<file path="src/rtl/sio_pkg.sv">
`timescale 1ns/1ps
package sio_pkg;

   typedef enum logic [2:0] {
      ENG_IDLE,
      ENG_LOAD,
      ENG_SHIFT,
      ENG_STORE,
      ENG_HOLD,
      ENG_GAP
   } eng_state_t;

endpackage

</file>
<file path="src/rtl/sio_clkgen.sv">
`timescale 1ns/1ps
module sio_clkgen #(
   parameter int DIV_W       = 8,
   parameter int SYNC_STAGES = 2
) (
   input  logic             clk,
   input  logic             rst_n,
   input  logic             active_i,
   input  logic             ext_sel_i,
   input  logic [DIV_W-1:0] div_i,
   input  logic             sck_ext_i,
   output logic             fall_o,
   output logic             rise_o,
   output logic             sck_int_o
);

   logic [DIV_W-1:0]       cnt_q;
   logic                   sck_q;
   logic [SYNC_STAGES-1:0] sync_q;
   logic                   prev_q;
   logic                   wrap;
   logic                   int_fall, int_rise, ext_fall, ext_rise, sync_now;

   assign wrap     = active_i && (cnt_q == div_i);
   assign int_fall = wrap && sck_q;
   assign int_rise = wrap && !sck_q;

   always_ff @(posedge clk or negedge rst_n) begin
      if (!rst_n) begin
         cnt_q <= '0;
         sck_q <= 1'b1;
      end else if (!active_i) begin
         cnt_q <= '0;
         sck_q <= 1'b1;
      end else if (wrap) begin
         cnt_q <= '0;
         sck_q <= ~sck_q;
      end else begin
         cnt_q <= cnt_q + 1'b1;
      end
   end

   generate
      if (SYNC_STAGES == 1) begin : g_sync_one
         always_ff @(posedge clk or negedge rst_n) begin
            if (!rst_n) sync_q <= '1;
            else        sync_q <= sck_ext_i;
         end
      end else begin : g_sync_chain
         always_ff @(posedge clk or negedge rst_n) begin
            if (!rst_n) sync_q <= '1;
            else        sync_q <= {sync_q[SYNC_STAGES-2:0], sck_ext_i};
         end
      end
   endgenerate

   assign sync_now = sync_q[SYNC_STAGES-1];

   always_ff @(posedge clk or negedge rst_n) begin
      if (!rst_n) prev_q <= 1'b1;
      else        prev_q <= sync_now;
   end

   assign ext_fall = active_i && prev_q && !sync_now;
   assign ext_rise = active_i && !prev_q && sync_now;

   assign fall_o    = ext_sel_i ? ext_fall : int_fall;
   assign rise_o    = ext_sel_i ? ext_rise : int_rise;
   assign sck_int_o = sck_q;

endmodule

</file>
<file path="src/rtl/sio_buffer.sv">
`timescale 1ns/1ps
module sio_buffer #(
   parameter  int DW    = 8,
   parameter  int DEPTH = 32,
   localparam int AW    = $clog2(DEPTH)
) (
   input  logic          clk,
   input  logic          h_we_i,
   input  logic [AW-1:0] h_waddr_i,
   input  logic [DW-1:0] h_wdata_i,
   input  logic [AW-1:0] h_raddr_i,
   output logic [DW-1:0] h_rdata_o,
   input  logic          e_we_i,
   input  logic [AW-1:0] e_addr_i,
   input  logic [DW-1:0] e_wdata_i,
   output logic [DW-1:0] e_rdata_o
);

   logic [DW-1:0] mem_q [DEPTH];

   // Engine write is issued last so it prevails on an address clash.
   always_ff @(posedge clk) begin
      if (h_we_i) mem_q[h_waddr_i] <= h_wdata_i;
      if (e_we_i) mem_q[e_addr_i]  <= e_wdata_i;
   end

   assign h_rdata_o = mem_q[h_raddr_i];
   assign e_rdata_o = mem_q[e_addr_i];

endmodule

</file>
<file path="src/rtl/sio_engine.sv">
`timescale 1ns/1ps
module sio_engine
   import sio_pkg::*;
#(
   parameter  int DW      = 8,
   parameter  int AW      = 5,
   parameter  int CNT_W   = 8,
   parameter  int GAP_CYC = 2,
   localparam int BW      = $clog2(DW),
   localparam int GW      = $clog2(GAP_CYC + 1)
) (
   input  logic             clk,
   input  logic             rst_n,
   input  logic             start_i,
   input  logic             cont_i,
   input  logic             msb_first_i,
   input  logic             pause_i,
   input  logic [CNT_W-1:0] nbits_m1_i,
   input  logic             fall_i,
   input  logic             rise_i,
   input  logic             sdi_i,
   input  logic [DW-1:0]    rd_data_i,
   output logic [AW-1:0]    addr_o,
   output logic             wr_en_o,
   output logic [DW-1:0]    wr_data_o,
   output logic             active_o,
   output logic             busy_o,
   output logic             done_o,
   output logic             sdo_o
);

   eng_state_t       state_q;
   logic [AW-1:0]    byte_q;
   logic [BW-1:0]    bit_q;
   logic [CNT_W-1:0] left_q;
   logic [DW-1:0]    tx_q, rx_q;
   logic [GW-1:0]    gap_q;
   logic             msb_q, fin_q, done_q, sdo_q;
   logic [BW-1:0]    pos;

   assign pos = msb_q ? (BW'(DW - 1) - bit_q) : bit_q;

   always_ff @(posedge clk or negedge rst_n) begin
      if (!rst_n) begin
         state_q <= ENG_IDLE;
         byte_q  <= '0;
         bit_q   <= '0;
         left_q  <= '0;
         tx_q    <= '0;
         rx_q    <= '0;
         gap_q   <= '0;
         msb_q   <= 1'b0;
         fin_q   <= 1'b0;
         done_q  <= 1'b0;
         sdo_q   <= 1'b1;
      end else begin
         case (state_q)
            ENG_IDLE: begin
               if (start_i) begin
                  left_q  <= cont_i ? nbits_m1_i : CNT_W'(DW - 1);
                  msb_q   <= msb_first_i;
                  byte_q  <= '0;
                  done_q  <= 1'b0;
                  state_q <= ENG_LOAD;
               end
            end
            ENG_LOAD: begin
               tx_q    <= rd_data_i;
               rx_q    <= rd_data_i;
               bit_q   <= '0;
               state_q <= ENG_SHIFT;
            end
            ENG_SHIFT: begin
               if (fall_i) sdo_q <= tx_q[pos];
               if (rise_i) begin
                  rx_q[pos] <= sdi_i;
                  bit_q     <= bit_q + 1'b1;
                  if (left_q != '0) left_q <= left_q - 1'b1;
                  if (left_q == '0 || bit_q == BW'(DW - 1)) begin
                     fin_q   <= (left_q == '0);
                     state_q <= ENG_STORE;
                  end
               end
            end
            ENG_STORE: begin
               if (fin_q) begin
                  done_q  <= 1'b1;
                  state_q <= ENG_IDLE;
               end else begin
                  byte_q  <= byte_q + 1'b1;
                  gap_q   <= '0;
                  state_q <= pause_i ? ENG_HOLD : ENG_GAP;
               end
            end
            ENG_HOLD: begin
               if (!pause_i) state_q <= ENG_GAP;
            end
            ENG_GAP: begin
               if (gap_q == GW'(GAP_CYC - 1)) state_q <= ENG_LOAD;
               else                           gap_q   <= gap_q + 1'b1;
            end
            default: state_q <= ENG_IDLE;
         endcase
      end
   end

   assign addr_o    = byte_q;
   assign wr_en_o   = (state_q == ENG_STORE);
   assign wr_data_o = rx_q;
   assign active_o  = (state_q == ENG_SHIFT);
   assign busy_o    = (state_q != ENG_IDLE);
   assign done_o    = done_q;
   assign sdo_o     = sdo_q;

endmodule

</file>
<file path="src/rtl/sio_stream.sv">
`timescale 1ns/1ps
module sio_stream #(
   parameter  int DW          = 8,
   parameter  int DIV_W       = 8,
   parameter  int CNT_W       = 8,
   parameter  int BUF_DEPTH   = 32,
   parameter  int GAP_CYC     = 2,
   parameter  int SYNC_STAGES = 2,
   localparam int AW          = $clog2(BUF_DEPTH)
) (
   input  logic             clk,
   input  logic             rst_n,
   input  logic             start_i,
   input  logic             cont_i,
   input  logic             msb_first_i,
   input  logic             ext_clk_i,
   input  logic             pause_i,
   input  logic [DIV_W-1:0] div_i,
   input  logic [CNT_W-1:0] nbits_m1_i,
   input  logic             buf_we_i,
   input  logic [AW-1:0]    buf_waddr_i,
   input  logic [DW-1:0]    buf_wdata_i,
   input  logic [AW-1:0]    buf_raddr_i,
   output logic [DW-1:0]    buf_rdata_o,
   input  logic             sck_ext_i,
   input  logic             sdi_i,
   output logic             sck_o,
   output logic             sdo_o,
   output logic             busy_o,
   output logic             done_o
);

   generate
      if (BUF_DEPTH * DW < (1 << CNT_W)) begin : g_bad_depth
         $error("buffer too small for the longest transfer");
      end
      if ((1 << AW) != BUF_DEPTH) begin : g_bad_pow2
         $error("BUF_DEPTH must be a power of two");
      end
      if ((1 << $clog2(DW)) != DW) begin : g_bad_dw
         $error("DW must be a power of two");
      end
      if (GAP_CYC < 1 || SYNC_STAGES < 1) begin : g_bad_gap
         $error("GAP_CYC and SYNC_STAGES must be at least 1");
      end
   endgenerate

   logic          fall, rise, active, sck_int, e_we;
   logic [AW-1:0] e_addr;
   logic [DW-1:0] e_wdata, e_rdata;

   sio_clkgen #(.DIV_W(DIV_W), .SYNC_STAGES(SYNC_STAGES)) clkgen_i (
      .clk       (clk),
      .rst_n     (rst_n),
      .active_i  (active),
      .ext_sel_i (ext_clk_i),
      .div_i     (div_i),
      .sck_ext_i (sck_ext_i),
      .fall_o    (fall),
      .rise_o    (rise),
      .sck_int_o (sck_int)
   );

   sio_buffer #(.DW(DW), .DEPTH(BUF_DEPTH)) buffer_i (
      .clk       (clk),
      .h_we_i    (buf_we_i),
      .h_waddr_i (buf_waddr_i),
      .h_wdata_i (buf_wdata_i),
      .h_raddr_i (buf_raddr_i),
      .h_rdata_o (buf_rdata_o),
      .e_we_i    (e_we),
      .e_addr_i  (e_addr),
      .e_wdata_i (e_wdata),
      .e_rdata_o (e_rdata)
   );

   sio_engine #(.DW(DW), .AW(AW), .CNT_W(CNT_W), .GAP_CYC(GAP_CYC)) engine_i (
      .clk         (clk),
      .rst_n       (rst_n),
      .start_i     (start_i),
      .cont_i      (cont_i),
      .msb_first_i (msb_first_i),
      .pause_i     (pause_i),
      .nbits_m1_i  (nbits_m1_i),
      .fall_i      (fall),
      .rise_i      (rise),
      .sdi_i       (sdi_i),
      .rd_data_i   (e_rdata),
      .addr_o      (e_addr),
      .wr_en_o     (e_we),
      .wr_data_o   (e_wdata),
      .active_o    (active),
      .busy_o      (busy_o),
      .done_o      (done_o),
      .sdo_o       (sdo_o)
   );

   assign sck_o = ext_clk_i ? 1'b1 : sck_int;

endmodule

</file>
<file path="config.mk">
export PLATFORM = sky130hd
export DESIGN_NAME = sio_stream
export DESIGN_NICKNAME = d
export VERILOG_FILES = /design/src/rtl/sio_pkg.sv /design/src/rtl/sio_clkgen.sv /design/src/rtl/sio_buffer.sv /design/src/rtl/sio_engine.sv /design/src/rtl/sio_stream.sv
export SDC_FILE = /design/constraint.sdc
export NUM_CORES = 1
export LEC_CHECK = 0
export ABC_CLOCK_PERIOD_IN_PS = 7000
export BUFFER_PORTS_ARGS = -buffer_cell sky130_fd_sc_hd__buf_4
export CAP_MARGIN = 0
export CORE_AREA = 10 10 253 255
export CTS_CLUSTER_DIAMETER = 80
export DETAILED_ROUTE_END_ITERATION = 6
export DIE_AREA = 0 0 263 265
export PLACE_DENSITY = 0.47
export SYNTH_ARGS = -nofsm -noshare
export SYNTH_HDL_FRONTEND = slang
export SYNTH_SLANG_ARGS = --single-unit
</file>
<file path="constraint.sdc">
create_clock -name clk -period 7 [get_ports clk]
set_clock_uncertainty 0.1 [all_clocks]
set_input_delay 1.05 -clock clk [delete_from_list [all_inputs] [get_ports clk]]
set_output_delay 1.05 -clock clk [all_outputs]
set_load 0.005 [all_outputs]
</file>
==> impl_metrics.json <==
{
  "status": "completed",
  "max-vdd-ir-drop_uv": 200,
  "power_w": 0.00600,
  "wl_mm": 67.6,
  "use_met3_pct": 2.66,
  "design.portCount": 56,
  "async_reset_ff_share_pct": 17.2,
  "antenna_found_initial": 2,
  "synth_fp_nets": 1436,
  "critPathMaxFanout": 47,
  "cts_tree": "done",
  "grt_pass1_wl_mm": 97.6,
  "drtIter0Drc": 1406,
  "setup_ws_ns": 2.19,
  "r2r_start": "engine_i.addr_o[0]",
  "fill_cells": 5756,
  "drv_slew": 0,
  "synth_fa_ha_area_share_pct": 0.672,
  "internal-power_w": 0.00393,
  "area_delta_synth_final_pct": 12.0,
  "hold_viol_final": 0,
  "post-synth-top-area-fraction_pct": 41.3,
  "layout-drive-gt1-share_pct": 37.0,
  "clockBufferDepth": 3,
  "synth-compound-area-share_pct": 6.99,
  "grt.met2_usage_pct": 31.4,
  "setup_violations": 0,
  "vias": 12800,
  "ys_ff_latch": 309,
  "root_buffer": "clkbuf_16",
  "rows": 89,
  "cts_setup_buffers": 0,
  "worstMarginPinSlew_ns": 1.30,
  "power_switching_w": 0.00207,
  "cts_sinks": 309,
  "min_from": "clkgen_i.sync_q[0]",
  "clkSlewWorstSetupHoldPaths_ns": 0.06,
  "drt-pass1-iter-count": 5,
  "synth_top_family_by_area": "multiplexers",
  "hp-class": "reg2reg",
  "synth_edf_count": 256,
  "hpwlAfterDp_mm": 47.9,
  "grt_max_degree": 65,
  "synth_xor_area_share_pct": 0.847,
  "htree_levels": 2,
  "cp-startpoint": "buf_raddr_i[0]",
  "yosysSeqAreaShare_pct": 48.5,
  "grt.total_usage_pct": 19.0,
  "place_congestion": 0.974,
  "combPwrFrac_pct": 22.7,
  "power_per_cell_area_nw_per_um2": 288,
  "die_y_um": 265,
  "synthMuxAreaShare_pct": 32.7,
  "yosysMostFrequentCell": "mux2_2",
  "fin_setup_tns_ns": 0,
  "period_share_pct": 68.8,
  "start_util_pct": 31.6,
  "seqPwrFrac_pct": 44.1,
  "die_w_um": 263,
  "portBuffers": 55,
  "synth_area_leaders": "edfxtp_1, mux2_2, mux4_2, mux2i_1, dfrtp_1",
  "cts_resized": 0,
  "p_sw_share_pct": 34.5,
  "p_leak_nw": 6.78,
  "nets": 1423,
  "grt_pass1_vias": 12900,
  "max_freq_ghz": 0.208,
  "ys.flop_type": "edfxtp_1",
  "routed_via_density": 5.90,
  "critPathRequiredTime_ns": 5.85,
  "finalCriticalPeriod_ns": 4.81,
  "met1_usage_pct": 25.0,
  "cts-buffers-inserted": 39,
  "synth-simple-area-share_pct": 7.08,
  "syn_inst": 1382,
  "busiest_layer": "met2",
  "rsz0062_at_grt": "false",
  "ctsHoldBuffers": 0,
  "grt-ovfl-total": 0,
  "ant_nets": 0,
  "path_class": "in2out",
  "core_area_um2": 58800,
  "synthesis.area_um2": 18600,
  "critPathLaunchType": "input port",
  "arrival_ns": 3.66,
  "clock_power_share_pct": 33.2,
  "cp-end-kind": "primary output",
  "synth_area_leader_cell": "edfxtp_1",
  "synth_area_per_cell_um2": 13.5,
  "synth_common_cells": "mux2_2, edfxtp_1, mux2i_1",
  "preCtsSetupSlack_ns": 2.17,
  "slew_headroom_pct": 12.1,
  "insertion_delay_ns": 0.56,
  "wl_per_cell_um": 31.1,
  "synth_warnings": 0,
  "drv_cap": 0,
  "dieArea_um2": 69700,
  "yosysUniqueCellTypes": 70,
  "drc_errors": 0
}
## worst max-delay path, stage by stage
cell and delay [ns]:
buf_4 0.65, buf_4 0.37, mux4_2 0.54, mux4_2 0.52, mux2_2 0.32, buf_4 0.15
## per-stage QoR
step / cells / util, % / instance area (um2) / hold WS (ns)
global route: 2171 / 35.4 / 20800 / 0.266
global placement: 2101 / 33.3 / 19600 / 0.252
finish: 2172 / 35.4 / 20800 / 0.258
CTS: 2171 / 35.4 / 20800 / 0.261
detailed placement: 2101 / 33.3 / 19600 / 0.249
floorplan: 1382 / - / 18600 / 0.245
## cell usage in the layout (no fill, tap or decap), drive strengths merged, types with 15 or more instances in the layout
master	netlist	layout
nand2	39	39
xor2	16	16
buf	41	72
edfxtp	256	256
nor2	57	57
a31oi	15	15
a21oi	25	25
o21ai	35	35
o22ai	81	81
mux2i	129	129
nand3	20	20
inv	17	21
mux2	265	265
mux4	80	80
dfrtp	48	48
clkbuf	85	52
## registers in the layout, indices dropped and copies added, names as in the netlist
signal	cells
engine_i.wr_data_o	8
engine_i.sdo_o	1
clkgen_i.sck_int_o	1
engine_i.state_q	3
engine_i.fin_q	1
engine_i.addr_o	5
clkgen_i.cnt_q	8
clkgen_i.prev_q	1
engine_i.done_o	1
engine_i.left_q	8
engine_i.bit_q	3
engine_i.msb_q	1
engine_i.gap_q	2
clkgen_i.sync_q	2
engine_i.tx_q	8
buffer_i.mem_q	256
## per-layer routing
| metal | wire [um] | vias to the layer above |
|---|---|---|
| met5 | 0 | - |
| met4 | 2410 | 0 |
| met2 | 32700 | 474 |
| met1 | 29100 | 6744 |
| met3 | 3420 | 118 |
| li1 | - | 5487 |
## final cells by class
class,count,area [um2],share of cell area [%]
flip-flops and latches,309,9030,43.3
multi-input cells,930,8980,43.1
clock buffers,52,1100,5.28
well taps,773,967,4.64
repair buffers,72,541,2.59
clock inverters,18,148,0.708
inverters,17,63.8,0.306
diodes,1,2.50,0.0120
## power by group through the flow
stage               clock [W]  combinational, W  sequential [W]
floorplan                   0           0.00121         0.00225
global placement            0           0.00133         0.00268
detailed placement          0           0.00134         0.00268
CTS                   0.00203           0.00135         0.00264
global route          0.00211           0.00147         0.00268
finish                0.00199           0.00136         0.00265
## cells by family (layout without fill, tap and decap cells)
family	count (synthesis)	after routing
flops	309	309
buf+inv	143	159
fa+ha+maj	10	10
simple gates	224	224
mux	474	474
compound gates	204	204
other cells	0	1
xor+xnor	18	18
## worst paths after layout
| path | to | slack, ns | depth (start not counted) |
|---|---|---|---|
| worst max-delay path | buf_rdata_o[4] | 2.19 | 6 |
| worst min-delay path | clkgen_i.sync_q[1] | 0.26 | 0 |
| worst max register to register | engine_i.wr_data_o[5] | 3.19 | 6 |
| worst min register to register | clkgen_i.sync_q[1] | 0.26 | 0 |
| max in group asynchronous | engine_i.addr_o[0] | 5.81 | 1 |
| min in group asynchronous | clkgen_i.cnt_q[4] | 0.44 | 1 |
Power figures use the tool's default switching activity.
